`src/rtl/rxq_pkg.sv`:
```
package rxq_pkg;

  typedef enum logic [1:0] {
    TRIG_CODE_A = 2'd0,
    TRIG_CODE_B = 2'd1,
    TRIG_CODE_C = 2'd2,
    TRIG_CODE_D = 2'd3
  } trig_code_e;

  typedef struct packed {
    logic push;
    logic pop;
    logic clear;
  } rxq_ctl_t;

  function automatic int unsigned pick_level(input int unsigned idx,
                                             input int unsigned l0,
                                             input int unsigned l1,
                                             input int unsigned l2,
                                             input int unsigned l3);
    case (idx)
      0:       return l0;
      1:       return l1;
      2:       return l2;
      default: return l3;
    endcase
  endfunction

endpackage

```
`src/rtl/rxq_ctrl.sv`:
```
module rxq_ctrl
  import rxq_pkg::*;
(
  input  logic     in_valid,
  input  logic     out_ready,
  input  logic     flush,
  input  logic     full,
  input  logic     empty,
  output rxq_ctl_t ctl,
  output logic     in_ready,
  output logic     drop
);

  logic pop_ok;
  logic room;

  always_comb begin
    pop_ok    = out_ready && !empty && !flush;
    room      = !flush && (!full || pop_ok);
    in_ready  = room;
    ctl.pop   = pop_ok;
    ctl.push  = in_valid && room;
    ctl.clear = flush;
    drop      = in_valid && !flush && full && !pop_ok;
  end

endmodule

```
`src/rtl/rxq_store.sv`:
```
module rxq_store
  import rxq_pkg::*;
#(
  parameter int unsigned DATA_W = 8,
  parameter int unsigned DEPTH  = 16,
  localparam int unsigned PTR_W = $clog2(DEPTH),
  localparam int unsigned CNT_W = $clog2(DEPTH + 1)
) (
  input  logic              clk,
  input  logic              rst_n,
  input  rxq_ctl_t          ctl,
  input  logic [DATA_W-1:0] wr_data,
  output logic [DATA_W-1:0] rd_data,
  output logic [CNT_W-1:0]  count,
  output logic              full,
  output logic              empty
);

  localparam logic [PTR_W-1:0] LAST_IDX = PTR_W'(DEPTH - 1);

  logic [PTR_W-1:0] wr_ptr_q;
  logic [PTR_W-1:0] rd_ptr_q;
  logic [CNT_W-1:0] count_q;
  logic [DEPTH-1:0][DATA_W-1:0] ents;

  function automatic logic [PTR_W-1:0] bump(input logic [PTR_W-1:0] p);
    return (p == LAST_IDX) ? '0 : p + 1'b1;
  endfunction

  for (genvar i = 0; i < DEPTH; i++) begin : g_ent
    logic [DATA_W-1:0] slot_q;
    always_ff @(posedge clk) begin
      if (ctl.push && !ctl.clear && wr_ptr_q == PTR_W'(i)) begin
        slot_q <= wr_data;
      end
    end
    assign ents[i] = slot_q;
  end

  always_ff @(posedge clk or negedge rst_n) begin
    if (!rst_n) begin
      wr_ptr_q <= '0;
      rd_ptr_q <= '0;
      count_q  <= '0;
    end else if (ctl.clear) begin
      wr_ptr_q <= '0;
      rd_ptr_q <= '0;
      count_q  <= '0;
    end else begin
      if (ctl.push) wr_ptr_q <= bump(wr_ptr_q);
      if (ctl.pop)  rd_ptr_q <= bump(rd_ptr_q);
      case ({ctl.push, ctl.pop})
        2'b10:   count_q <= count_q + 1'b1;
        2'b01:   count_q <= count_q - 1'b1;
        default: count_q <= count_q;
      endcase
    end
  end

  assign rd_data = ents[rd_ptr_q];
  assign count   = count_q;
  assign full    = (count_q == CNT_W'(DEPTH));
  assign empty   = (count_q == '0);

endmodule

```
`src/rtl/rxq_trigger.sv`:
```
module rxq_trigger
  import rxq_pkg::*;
#(
  parameter int unsigned DEPTH = 16,
  parameter int unsigned LVL0  = 1,
  parameter int unsigned LVL1  = 4,
  parameter int unsigned LVL2  = 8,
  parameter int unsigned LVL3  = 14,
  localparam int unsigned CNT_W = $clog2(DEPTH + 1)
) (
  input  logic [CNT_W-1:0] count,
  input  logic [1:0]       sel,
  input  logic             en,
  output logic             irq
);

  logic [3:0] reached;

  for (genvar i = 0; i < 4; i++) begin : g_lvl
    localparam int unsigned LVL = pick_level(i, LVL0, LVL1, LVL2, LVL3);
    assign reached[i] = (count >= CNT_W'(LVL));
  end

  trig_code_e code;
  assign code = trig_code_e'(sel);
  assign irq  = en && reached[code];

endmodule

```
`src/rtl/rxq_overrun.sv`:
```
module rxq_overrun (
  input  logic clk,
  input  logic rst_n,
  input  logic drop,
  input  logic clr,
  output logic flag
);

  logic flag_q;

  always_ff @(posedge clk or negedge rst_n) begin
    if (!rst_n)     flag_q <= 1'b0;
    else if (drop)  flag_q <= 1'b1;
    else if (clr)   flag_q <= 1'b0;
  end

  assign flag = flag_q;

endmodule

```
`src/rtl/rxq_top.sv`:
```
module rxq_top
  import rxq_pkg::*;
#(
  parameter int unsigned DATA_W = 8,
  parameter int unsigned DEPTH  = 16,
  parameter int unsigned LVL0   = 1,
  parameter int unsigned LVL1   = 4,
  parameter int unsigned LVL2   = 8,
  parameter int unsigned LVL3   = 14,
  localparam int unsigned CNT_W = $clog2(DEPTH + 1)
) (
  input  logic              clk,
  input  logic              rst_n,
  input  logic              in_valid,
  input  logic [DATA_W-1:0] in_data,
  output logic              in_ready,
  output logic              out_valid,
  output logic [DATA_W-1:0] out_data,
  input  logic              out_ready,
  output logic [CNT_W-1:0]  fill_count,
  input  logic [1:0]        trig_sel,
  input  logic              irq_en,
  output logic              irq,
  output logic              overrun,
  input  logic              overrun_clr,
  input  logic              flush
);

  rxq_ctl_t ctl;
  logic     full;
  logic     empty;
  logic     drop;

  rxq_ctrl i_ctrl (
    .in_valid  (in_valid),
    .out_ready (out_ready),
    .flush     (flush),
    .full      (full),
    .empty     (empty),
    .ctl       (ctl),
    .in_ready  (in_ready),
    .drop      (drop)
  );

  rxq_store #(.DATA_W(DATA_W), .DEPTH(DEPTH)) i_store (
    .clk     (clk),
    .rst_n   (rst_n),
    .ctl     (ctl),
    .wr_data (in_data),
    .rd_data (out_data),
    .count   (fill_count),
    .full    (full),
    .empty   (empty)
  );

  rxq_trigger #(
    .DEPTH(DEPTH), .LVL0(LVL0), .LVL1(LVL1), .LVL2(LVL2), .LVL3(LVL3)
  ) i_trig (
    .count (fill_count),
    .sel   (trig_sel),
    .en    (irq_en),
    .irq   (irq)
  );

  rxq_overrun i_ovr (
    .clk   (clk),
    .rst_n (rst_n),
    .drop  (drop),
    .clr   (overrun_clr),
    .flag  (overrun)
  );

  assign out_valid = !empty;

endmodule

```
`config.mk`:
```
export PLATFORM = sky130hd
export DESIGN_NAME = rxq_top
export DESIGN_NICKNAME = d
export VERILOG_FILES = /design/src/rtl/rxq_pkg.sv /design/src/rtl/rxq_ctrl.sv /design/src/rtl/rxq_store.sv /design/src/rtl/rxq_trigger.sv /design/src/rtl/rxq_overrun.sv /design/src/rtl/rxq_top.sv
export SDC_FILE = /design/constraint.sdc
export NUM_CORES = 1
export LEC_CHECK = 0
export ABC_AREA = 1
export ABC_CLOCK_PERIOD_IN_PS = 4650
export BUFFER_PORTS_ARGS = -buffer_cell sky130_fd_sc_hd__buf_4
export CAP_MARGIN = 20
export CORE_AREA = 2 2 110 112
export CTS_CLUSTER_DIAMETER = 80
export CTS_CLUSTER_SIZE = 24
export DETAILED_ROUTE_END_ITERATION = 8
export DIE_AREA = 0 0 112 114
export GPL_TIMING_DRIVEN = 0
export PLACE_DENSITY = 0.81
export SLEW_MARGIN = 30
export SYNTH_ARGS = -nofsm -noshare
export SYNTH_HDL_FRONTEND = slang
export SYNTH_SLANG_ARGS = --single-unit
```
`constraint.sdc`:
```
create_clock -name clk -period 4.65 [get_ports clk]
set_input_delay 0.93 -clock clk [delete_from_list [all_inputs] [get_ports clk]]
set_output_delay 0.93 -clock clk [all_outputs]
set_load 0.005 [all_outputs]
```
==> flow_summary.yaml <==
drt:
  via_count: 4529
  postRouteAntennaNets: 0
  wl_per_cell_um: 19.95
  drc_errors: 0
  firstDrtPassIters: 6
  drtIter0Drc: 450
  viasPerCell: 5.928
  drt_wl_total_mm: 15.24
synth:
  yosys-top-cells-count: "edfxtp_1, nand2_1, nor2_1"
  netlist_area_um2: 6289
  synth_top_area_share: 0.6112
  synth_nets: 578
  async_flop_share: 0.09859
  syn_avg_cell_area_um2: 11.39
  yosysMostFrequentCell: "edfxtp_1"
  syn_inst: 552
  yosys.area.top_type: "edfxtp_1"
  synth_warnings: 0
  yosysUniqueCellTypes: 35
  synthFlopType: "edfxtp_1"
  synth_edf_count: 128
  ys_seq_area_frac: 0.6669
  synth_area_leaders: "edfxtp_1, nand2_1, dfrtp_1"
  ys_seq_elements: 142
finish:
  drive_above_1_share: 0.1880
  area_growth_pct: 17.45
  nFillCells: 881
  final_cell_area_um2: 7386
  fin_util: 0.6307
  instances_no_fill: 764
  antenna_cells: 0
  final_nets: 630
clock_tree:
  numCtsBuffers: 17
  root_buffer: "clkbuf_16"
  cts.path.max_buffers: 2
  clk-insertion-delay-late_ns: 0.42
  cts_tree: "built"
  cts_setup_buffers: 0
  clkTransAtPathRegs_ns: 0.06
  post_cts_resized: 0
  ctsHoldBuffers: 0
  cts_sinks: 142
  htreeDepth: 4
power_and_ir_drop:
  internal-power_mw: 2.555
  pwr-share-seq: 0.403
  ir_worst_vdd_mv: 0.2779
  power_density_nw_per_um2: 491.9
  combPwrFrac: 0.220
  p_leak_nw: 2.749
  clkPwrFrac: 0.378
  finalPower_mw: 3.633
  switchingPower_mw: 1.078
  p_sw_frac: 0.2967
timing:
  setup-violations-final: 0
  min_period_over_period: 0.7054
  final_hold_viol_count: 0
  maxSlewViolCount: 0
  layout_min_cycle_time_ns: 3.280
  postLayoutSetupSlackWorst_ns: 1.370
  rsz0062_at_grt: "no"
  timing.slew.headroom: 0.4300
  worst_pin_slew_ns: 0.8518
  tns_ns: 0
  whs_ns: 0.3576
  max_freq_mhz: 304.9
  finClkSkew_ns: 0.008717
die:
  die-area_um2: 12770
  initial_utilization: 0.5370
  rows: 40
  fp.dieH_um: 114
  core_um2: 11710
  die_x_um: 112
  pin_count: 34
setup_path:
  endpoint_kind: "primary output"
  reg2reg_setup_slack_ns: 2.18
  crit_required_ns: 3.72
  cp.arrival_ns: 2.35
  criticalPathCategory: "reg -> out"
  crit_fanout: 10
  critPathLaunchType: "register"
place:
  dpl-instance-area_um2: 6790
  placed_cells: 732
  dp_hpwl_mm: 9.953
  pre_cts_slack_ns: 1.939
  place_congestion: 0.9098
  io_buffer_count: 33
global_route:
  grt_pass1_vias: 4475
  grt-ovfl-total: 0
  antenna_found_initial: 0
  grt_first_pass_wirelength_mm: 24.27
  track_usage: 0.2538
  grt_max_degree: 17
hold_path:
  hp-class: "in -> async"
flow_run:
  max_cap_violations: 0
run_status:
  status: "completed"
-- kinds of logic (layout without fill, tap and decap cells) --
logic type	Yosys count	after routing	synth area share
adder cells (fa/ha/maj)	9	9	0.01791
AO/OA/AOI/OAI	95	95	0.08118
flip-flops	142	142	0.6669
XOR/XNOR	5	5	0.006963
buffers and inverters	54	119	0.04835
AND/OR/NAND/NOR	247	247	0.1787
-- state kept, by name (all words and copies together), names as in the netlist --
signal                flops
i_store.count             5
i_ovr.flag                1
i_store.wr_ptr_q          4
i_store.rd_ptr_q          4
i_store.g_ent.slot_q    128
-- path summary, 6_finish.rpt --
kind | startpoint | endpoint | cells past startpoint
setup reg to reg | i_store.count[0] | i_store.g_ent[3].slot_q[6] | 9
max in group asynchronous | rst_n | i_store.rd_ptr_q[0] | 1
hold reg to reg | i_ovr.flag | i_ovr.flag | 2
min in group clk | i_ovr.flag | i_ovr.flag | 2
setup / recovery | i_store.rd_ptr_q[1] | out_data[0] | 7
hold / removal | rst_n | i_ovr.flag | 1
-- routing by layer --
layer / track usage / routed length, µm
met1: 0.3118 / 5749
met3: 0.07279 / 1431
met4: 0.09024 / 294
met2: 0.4343 / 7766
met5: 0 / 0
-- worst max-delay path: stages, from the launching register on --
cell      delay, ns
dfrtp_1        0.36
clkbuf_2       0.25
clkbuf_1       0.35
o21ai_0        0.17
o21ai_0        0.46
o21ai_1        0.15
nand2_1        0.09
buf_4          0.10
-- cells in the final DEF (no fill, tap or decap), types with 6 or more instances in the layout --
master     netlist  layout
nand4_1          9       9
ha_1             9       9
edfxtp_1       128     128
buf_4            5      38
a31oi_1         15      15
clkbuf_16        0      17
o21ai_0         55      55
inv_1           21      21
o21ai_1         14      14
dfrtp_1         14      14
nor2_1          58      58
nand3_1         26      26
buf_2            7       7
nand2_1        127     127
clkbuf_1         6       6
nor3_2           0      14
buf_6            9       9
-- layout make-up --
type / count / area, µm² / area share
flip-flops and latches: 142 / 4194 / 0.5678
multi-input cells: 356 / 1861 / 0.2519
clock buffers: 17 / 425.4 / 0.05760
repair buffers: 33 / 247.7 / 0.03354
plain buffers: 28 / 201.4 / 0.02727
well taps: 147 / 183.9 / 0.02490
clock inverters: 15 / 170.2 / 0.02304
inverters: 26 / 102.6 / 0.01389
-- power by group through the flow --
stage	registers [mW]	clock network (mW)	logic, mW
floorplan	1.48	0	0.491
global placement	1.49	0	0.749
detailed placement	1.49	0	0.783
CTS	1.46	1.38	0.794
global route	1.47	1.44	0.883
finish	1.46	1.37	0.798
Note: power is estimated with default switching activity, not from simulation.
